`config.mk`:
```
export PLATFORM = sky130hd
export DESIGN_NAME = therm_latch_pinmux
export DESIGN_NICKNAME = d
export VERILOG_FILES = /design/src/rtl/therm_pkg.sv /design/src/rtl/therm_cmp.sv /design/src/rtl/therm_latch.sv /design/src/rtl/pin_mux.sv /design/src/rtl/therm_latch_pinmux.sv
export SDC_FILE = /design/constraint.sdc
export NUM_CORES = 1
export LEC_CHECK = 0
export CAP_MARGIN = 5
export CORE_MARGIN = 4
export CORE_UTILIZATION = 35
export CTS_BUF_LIST = sky130_fd_sc_hd__clkbuf_4 sky130_fd_sc_hd__clkbuf_8 sky130_fd_sc_hd__clkbuf_16
export CTS_CLUSTER_SIZE = 12
export DETAILED_ROUTE_END_ITERATION = 10
export PLACE_DENSITY = 0.64
export SLEW_MARGIN = 20
export SYNTH_ARGS = -nofsm -noshare
export SYNTH_HDL_FRONTEND = slang
export SYNTH_SLANG_ARGS = --single-unit
```
`constraint.sdc`:
```
create_clock -name clk_i -period 3.81 [get_ports clk_i]
set_input_delay 0.762 -clock clk_i [delete_from_list [all_inputs] [get_ports clk_i]]
set_output_delay 0.762 -clock clk_i [all_outputs]
set_load 0.05 [all_outputs]
```
`src/rtl/therm_pkg.sv`:
```
package therm_pkg;
  localparam int unsigned TEMP_W = 12;
  localparam int signed LIM1_DEF = 400;  // 100 C in 0.25 C steps
  localparam int signed LIM2_DEF = 544;  // 136 C in 0.25 C steps

  typedef enum logic [1:0] {
    PIN_THERM = 2'b00,
    PIN_TACH  = 2'b01,
    PIN_GPIO  = 2'b10,
    PIN_ALERT = 2'b11
  } pin_func_e;
endpackage

```
`src/rtl/therm_cmp.sv`:
```
module therm_cmp
  import therm_pkg::*;
#(
  parameter int unsigned TW = TEMP_W,
  parameter int signed L1_DEF = LIM1_DEF,
  parameter int signed L2_DEF = LIM2_DEF
) (
  input  logic                 clk_i,
  input  logic                 rst_ni,
  input  logic signed [TW-1:0] temp_r1_i,
  input  logic signed [TW-1:0] temp_r2_i,
  input  logic                 lim_wr_i,
  input  logic                 lim_ch_i,
  input  logic signed [TW-1:0] lim_data_i,
  input  logic                 ch_sel_i,
  output logic                 hot_o,
  output logic                 cool_o
);
  localparam int NCH = 2;
  localparam logic signed [TW-1:0] DEF [NCH] = '{L1_DEF[TW-1:0], L2_DEF[TW-1:0]};

  logic signed [TW-1:0] lim_q [NCH];

  for (genvar c = 0; c < NCH; c++) begin : g_lim
    always_ff @(posedge clk_i or negedge rst_ni) begin
      if (!rst_ni) lim_q[c] <= DEF[c];
      else if (lim_wr_i && (lim_ch_i == c[0])) lim_q[c] <= lim_data_i;
    end
  end

  logic signed [TW-1:0] t_sel, l_sel;
  assign t_sel = ch_sel_i ? temp_r2_i : temp_r1_i;
  assign l_sel = ch_sel_i ? lim_q[1] : lim_q[0];

  // trip point is limit + 1 LSB; strictly below the limit releases
  assign hot_o  = t_sel > l_sel;
  assign cool_o = t_sel < l_sel;
endmodule

```
`src/rtl/therm_latch.sv`:
```
module therm_latch (
  input  logic clk_i,
  input  logic rst_ni,
  input  logic hot_i,
  input  logic cool_i,
  input  logic rd_i,
  output logic latch_o,
  output logic stat_o
);
  logic latch_q, stat_q;

  always_ff @(posedge clk_i or negedge rst_ni) begin
    if (!rst_ni) begin
      latch_q <= 1'b0;
      stat_q  <= 1'b0;
    end else begin
      if (hot_i) stat_q <= 1'b1;
      else if (rd_i && cool_i) stat_q <= 1'b0;

      if (hot_i) latch_q <= 1'b1;
      else if (cool_i && !stat_q) latch_q <= 1'b0;
    end
  end

  assign latch_o = latch_q;
  assign stat_o  = stat_q;


  trip_sets_chk: assert property (@(posedge clk_i) disable iff (!rst_ni)
    hot_i |=> (latch_q && stat_q));

  release_cond_chk: assert property (@(posedge clk_i) disable iff (!rst_ni)
    $fell(latch_q) |-> $past(cool_i && !stat_q));

  stat_clear_chk: assert property (@(posedge clk_i) disable iff (!rst_ni)
    $fell(stat_q) |-> $past(rd_i && cool_i));

  stat_implies_latch_chk: assert property (@(posedge clk_i) disable iff (!rst_ni)
    stat_q |-> latch_q);
endmodule

```
`src/rtl/pin_mux.sv`:
```
module pin_mux
  import therm_pkg::*;
(
  input  logic       clk_i,
  input  logic       rst_ni,
  input  logic [1:0] func_i,
  input  logic       therm_en_i,
  input  logic       event_i,
  input  logic       alert_i,
  input  logic       gpio_out_i,
  input  logic       gpio_oe_i,
  input  logic       pin_i,
  output logic       pin_o,
  output logic       pin_oe_o,
  output logic       tach_o,
  output logic       gpio_in_o
);
  pin_func_e fn;
  assign fn = pin_func_e'(func_i);

  always_comb begin
    pin_o     = 1'b1;
    pin_oe_o  = 1'b0;
    tach_o    = 1'b0;
    gpio_in_o = 1'b0;
    unique case (fn)
      PIN_THERM: begin
        pin_oe_o = therm_en_i;
        pin_o    = therm_en_i ? ~event_i : 1'b1;
      end
      PIN_TACH:  tach_o = pin_i;
      PIN_GPIO: begin
        pin_o     = gpio_out_i;
        pin_oe_o  = gpio_oe_i;
        gpio_in_o = pin_i;
      end
      PIN_ALERT: begin
        pin_oe_o = 1'b1;
        pin_o    = ~alert_i;
      end
      default: ;
    endcase
  end


  tach_no_drive_chk: assert property (@(posedge clk_i) disable iff (!rst_ni)
    (fn == PIN_TACH) |-> !pin_oe_o);

  therm_gate_chk: assert property (@(posedge clk_i) disable iff (!rst_ni)
    (fn == PIN_THERM && !therm_en_i) |-> (!pin_oe_o && pin_o));
endmodule

```
`src/rtl/therm_latch_pinmux.sv`:
```
module therm_latch_pinmux
  import therm_pkg::*;
#(
  parameter int unsigned TW = TEMP_W
) (
  input  logic                 clk_i,
  input  logic                 rst_ni,
  input  logic signed [TW-1:0] temp_r1_i,
  input  logic signed [TW-1:0] temp_r2_i,
  input  logic                 lim_wr_i,
  input  logic                 lim_ch_i,
  input  logic signed [TW-1:0] lim_data_i,
  input  logic                 ch_sel_i,
  input  logic                 fan_ovr_dis_i,
  input  logic                 therm_en_i,
  input  logic [1:0]           pin_func_i,
  input  logic                 stat_rd_i,
  input  logic                 alert_i,
  input  logic                 gpio_out_i,
  input  logic                 gpio_oe_i,
  input  logic                 pin_i,
  output logic                 therm_o,
  output logic                 stat_o,
  output logic                 fan_full_o,
  output logic                 pin_o,
  output logic                 pin_oe_o,
  output logic                 tach_o,
  output logic                 gpio_in_o
);
  logic hot, cool;

  therm_cmp #(.TW(TW)) i_cmp (
    .clk_i, .rst_ni, .temp_r1_i, .temp_r2_i, .lim_wr_i, .lim_ch_i,
    .lim_data_i, .ch_sel_i, .hot_o(hot), .cool_o(cool)
  );

  therm_latch i_latch (
    .clk_i, .rst_ni, .hot_i(hot), .cool_i(cool), .rd_i(stat_rd_i),
    .latch_o(therm_o), .stat_o(stat_o)
  );

  assign fan_full_o = therm_o && !fan_ovr_dis_i;

  pin_mux i_mux (
    .clk_i, .rst_ni, .func_i(pin_func_i), .therm_en_i, .event_i(therm_o),
    .alert_i, .gpio_out_i, .gpio_oe_i, .pin_i, .pin_o, .pin_oe_o,
    .tach_o, .gpio_in_o
  );


  fan_needs_event_chk: assert property (@(posedge clk_i) disable iff (!rst_ni)
    fan_full_o |-> (therm_o && !fan_ovr_dis_i));
endmodule

```
-- Yosys cells after proc, flatten, opt, wreduce, memory -nomap -nowiden
Index checks and enable logic that the tools add are counted.
- memories kept: 0
- bits in writable memories: 0
- output and inout port bits: 7
- logic and storage cells: 33
- bits in read-only memories: 0
- latch bits: 0
- register bits: 26
- bits of input ports: 50
- reduce and logical (&&, ||, !) cells: 10
- $mul: 0
- bitwise operators: 3
- multiplexer cells: 11
- shift operators: 0
- div/mod/pow operators: 0
- equal/unequal tests: 3
- $add $sub $neg: 0
- magnitude comparators: 2
- operator list (cell ; count):
    $mux 12 ; 2
    $gt 12x12->1 ; 1
    $lt 12x12->1 ; 1
    $mux 1 ; 7
    $pmux 1 s3 ; 2
    $logic_and 1x1->1 ; 5
    $eq 2x2->1 const B ; 2
    $reduce_bool 2->1 ; 2
    $not 1->1 ; 3
    $eq 2x1->1 const B ; 1
    $logic_not 1->1 ; 2
    $logic_not 2->1 ; 1

-- Logic depth before layout (Yosys ltp)
- word-level depth: 5
- mapped depth: 9
- depth with buffers taken out: 7

-- Hierarchy
A second synthesis with hierarchy kept.
- cell total of the unflattened synthesis: 126
- area total of the unflattened synthesis: 1727.9 µm²
- by module, submodules not included (module ; times used ; cells each ; seq. area each (µm²) ; area each (µm²)):
    therm_cmp ; 1 ; 110 ; 606.8 ; 1561.5
    pin_mux ; 1 ; 9 ; 0.0 ; 76.3
    therm_latch ; 1 ; 6 ; 50.0 ; 76.3
    therm_latch_pinmux ; 1 ; 1 ; 0.0 ; 13.8

-- Least setup slack after synthesis
OpenSTA, ideal clock, no wires.
- path type: input port to flip-flop
- start point: in ch_sel_i
- end point: reg i_latch.latch_q, in the netlist i_latch.latch_o
- path slack: 0.997 ns
- cell stages on the path: 9
- buffers on the path: 2
- arrival: 2.683 ns
- library setup time: 0.130 ns
- required time: 3.680 ns
- cell sequence: clkbuf_1 -> buf_2 -> mux2_2 -> ha_1 -> nand4_1 -> nor3_2 -> o22ai_2 -> mux2i_1 -> o22ai_1
- cells in the longest elaborated chain, start to end: 4
- elaborated cells on any way between the ends: 7
- classes of those cells: 2 x order compare; 3 x mux; 2 x reduce/logical
- ends and longest elaborated chain (what ; line ; text):
    from (decl) ; therm_latch_pinmux.sv:13 ; input logic ch_sel_i,
    $mux 12 (on tied branches) ; therm_cmp.sv:32, therm_cmp.sv:33 ;
    $lt 12x12->1 ; therm_cmp.sv:37 ; assign cool_o = t_sel < l_sel;
    $logic_and 1x1->1 ; therm_latch.sv:21 ; else if (cool_i && !stat_q) latch_q <= 1'b0;
    $reduce_bool 2->1 (no source line) ; - ;
    to (signal assigned) ; therm_latch.sv:14 ; latch_q <= 1'b0;
    to (signal assigned) ; therm_latch.sv:20 ; if (hot_i) latch_q <= 1'b1;
    to (signal assigned) ; therm_latch.sv:21 ;
    to (decl) ; therm_latch.sv:10 ; logic latch_q, stat_q;
Several ways; a longest one is shown, not always the timed one.
A chain may end at the register's enable or synchronous reset.

-- Worst setup path in the final report
- start point: in pin_func_i[0]
- end point: out pin_o
- cells in the longest elaborated chain, start to end: 2
- elaborated cells on any way between the ends: 4
- classes of those cells: 2 x eq/ne; 1 x mux; 1 x reduce/logical
- ends and longest elaborated chain (what ; line ; text):
    from (decl) ; therm_latch_pinmux.sv:16 ; input logic [1:0] pin_func_i,
    $eq 2x2->1 / $logic_not 2->1 (equally long branches) ; pin_mux.sv:26 ; unique case (fn)
    $pmux 1 s3 (*) ; pin_mux.sv:26 ;
    to (decl) ; therm_latch_pinmux.sv:25 ; output logic pin_o,
Mark *: on every way between the ends. The rest lies on a longest branch, timed or not.

==> flow_metrics.tcl <==
set metrics [dict create \
    status "complete, no violations" \
    worst_clock_skew_ns 0.00156 \
    num-nets-final 252 \
    avgSynthCellArea_um2 12.2 \
    wl_per_cell_um 15.0 \
    max_freq_ghz 0.313 \
    cts_root_buffer "clkbuf_8" \
    first_pass_iters 4 \
    ys_ff_latch 26 \
    synthMuxAreaShare 0.332 \
    gp_congestion 0.730 \
    synth-xor-area-share 0 \
    row_count 24 \
    clock_path_buffers 2 \
    synth_cells 132 \
    crit_chain "clkdlybuf4s50_1 > nand2b_1 > nor3b_1 > a21oi_1 > clkdlybuf4s50_1" \
    crit_top_cell "clkdlybuf4s50_1" \
    fp.dieW_um 75.9 \
    drc 0 \
    ys_seq_area_frac 0.407 \
    synthAdderAreaFrac 0.0930 \
    cts_sinks 26 \
    cp_max_fo 6 \
    synth-simple-area-share 0.0674 \
    fillCellCount 398 \
    syn_area_um2 1620 \
    track_usage 0.129 \
    tightestPinTransition_ns 0.599 \
    grt_max_degree 27 \
    die_h_um 75.9 \
    grt-ovfl-total 0 \
    drt_iter0_drc 20 \
    hpwl_um 2870 \
    fin_util 0.520 \
    p_leak_uw 0.000968 \
    critPathLaunchType "input port" \
    path_delay_family "buffers and inverters" \
    cts_tree "built" \
    port_buffers 56 \
    finalCritPeriodShare 0.840 \
    first_global_vias 1359 \
    ir_drop_mv 0.188 \
    cts_setup_buffers 0 \
    drive_above_1_share 0.280 \
    synth_top_family_by_area "multiplexers" \
    rsz0062_at_grt "no" \
    fp.coreArea_um2 4410 \
    synth_compound_gate_area_share 0.0821 \
    setup_viol 0 \
    routed_via_density 5.06 \
    hold_buffers 0 \
    syn2layout_area_growth_pct 42.1 \
    power.density_nw_per_um2 346 \
    crit_type "input port to primary output" \
    synth_fp_nets 194 \
    synth-async-reset-ratio 1.00 \
    diodes 0 \
    critPathSlowestCell "clkdlybuf4s50_1" \
    routed_wl_um 3630 \
    maxCapViolCount 0 \
    hold_class "input port to async pin" \
    worst-path-buf-inv 2 \
    report.final.slew_viol_count 0 \
    hold_viol 0 \
    antenna_left 0 \
    cp_data_required_time_ns 3.05 \
    path_clk_slew_ns 0.09 \
    grt_antenna_before_repair 0 \
    die_area_um2 5770 \
    synth_edf_count 0 \
    grt_pass1_wl_um 6170 \
    crit_path_end_kind "primary output" \
    slowest_delay_ns 0.81 \
    yosysWarnings 0 \
    synth.distinct_cells 29 \
    fin_crit_ns 3.20 \
    tns_ns 0 \
    cts_buffers 3 \
    vias 1220 \
    relSlewSlack 0.600 \
    cts_resized 0 \
    synth_flop_cell "dfrtp_1" \
    io_pins 57 \
    critical_path_arrival_ns 2.44 \
    htreeDepth 1 \
    initial_utilization 0.366 \
    clock_latency_ns 0.27 \
]
cell usage after synthesis, drive strengths merged (2+ instances only):
master  instances  area (um^2)
inv             2         7.51
dfrtp          21          526
dfstp           5          131
a21oi           5         36.3
buf             4         20.0
o21ai           3         15.0
nor3            3         20.0
o31ai           2         15.0
ha             12          150
mux2i          13          130
nand2           7         26.3
nand2b          2         12.5
nor2b           2         12.5
o22ai           3         25.0
nor2            2         7.51
mux2           36          405
power breakdown:
group | internal (uW) | switching (uW)
Clock | 92.4 | 87.4
Combinational | 150 | 123
Sequential | 322 | 21.0
state kept, by name (all words and copies together), names as in the netlist:
register	cells
i_cmp.lim_q	24
i_latch.latch_o	1
i_latch.stat_o	1
cell usage in the layout (no fill, tap or decap), types with 2 or more instances in the layout:
master	count
nand2_1	7
mux2_2	36
mux2i_1	13
a21oi_1	4
nor3_1	2
dfrtp_1	21
nor2b_1	2
o31ai_1	2
nand2b_1	2
o21ai_0	3
clkdlybuf4s50_1	55
ha_1	12
clkbuf_8	4
nor2_1	2
o22ai_1	2
dfstp_2	5
inv_1	2
worst paths after layout:
check | startpoint | end | slack (ns) | depth (start not counted)
hold reg to reg | i_cmp.lim_q[8] | i_cmp.lim_q[8] | 0.51 | 1
setup reg to reg | i_cmp.lim_q[9] | i_latch.stat_o | 1.88 | 7
min in group clk_i | i_cmp.lim_q[8] | i_cmp.lim_q[8] | 0.51 | 1
hold / removal | rst_ni | i_cmp.lim_q[17] | 0.48 | 1
max in group asynchronous | rst_ni | i_cmp.lim_q[14] | 2.95 | 1
setup / recovery | pin_func_i[0] | pin_o | 0.61 | 5
stage by stage:
| step | area [um^2] | std cells | worst slack [ns] | hold WS (ns) | total power, uW |
|---|---|---|---|---|---|
| global route | 2290 | 241 | 0.535 | 0.522 | 847 |
| global placement | 2240 | 237 | 0.651 | 0.486 | 614 |
| detailed placement | 2240 | 237 | 0.549 | 0.495 | 623 |
| floorplan | 1620 | 132 | 0.997 | 0.466 | 515 |
| finish | 2290 | 241 | 0.610 | 0.483 | 795 |
| CTS | 2300 | 241 | 0.602 | 0.516 | 804 |
final cells by class:
class	instances	area [um^2]	share of cell area
multi-input combinational	99	927	0.404
sequential	26	657	0.286
timing repair buffer	58	583	0.254
tap	52	65.1	0.0284
clock buffer	4	55.1	0.0240
inverter	2	7.51	0.00327
layer usage:
layer	up-vias	global-route usage	wire length [um]
met4	0	0.0374	38
li1	605	-	-
met3	5	0.0332	203
met5	-	0	0
met1	575	0.146	1520
met2	35	0.234	1860
logic make-up after synthesis:
| group | count (synthesis) |
|---|---|
| muxes | 49 |
| DFF | 26 |
| and+or+nand+nor | 20 |
| AOI/OAI and AO/OA | 18 |
| adders and majority gates | 12 |
| buffers and inverters | 7 |
Note: power is estimated with default switching activity, not from simulation.
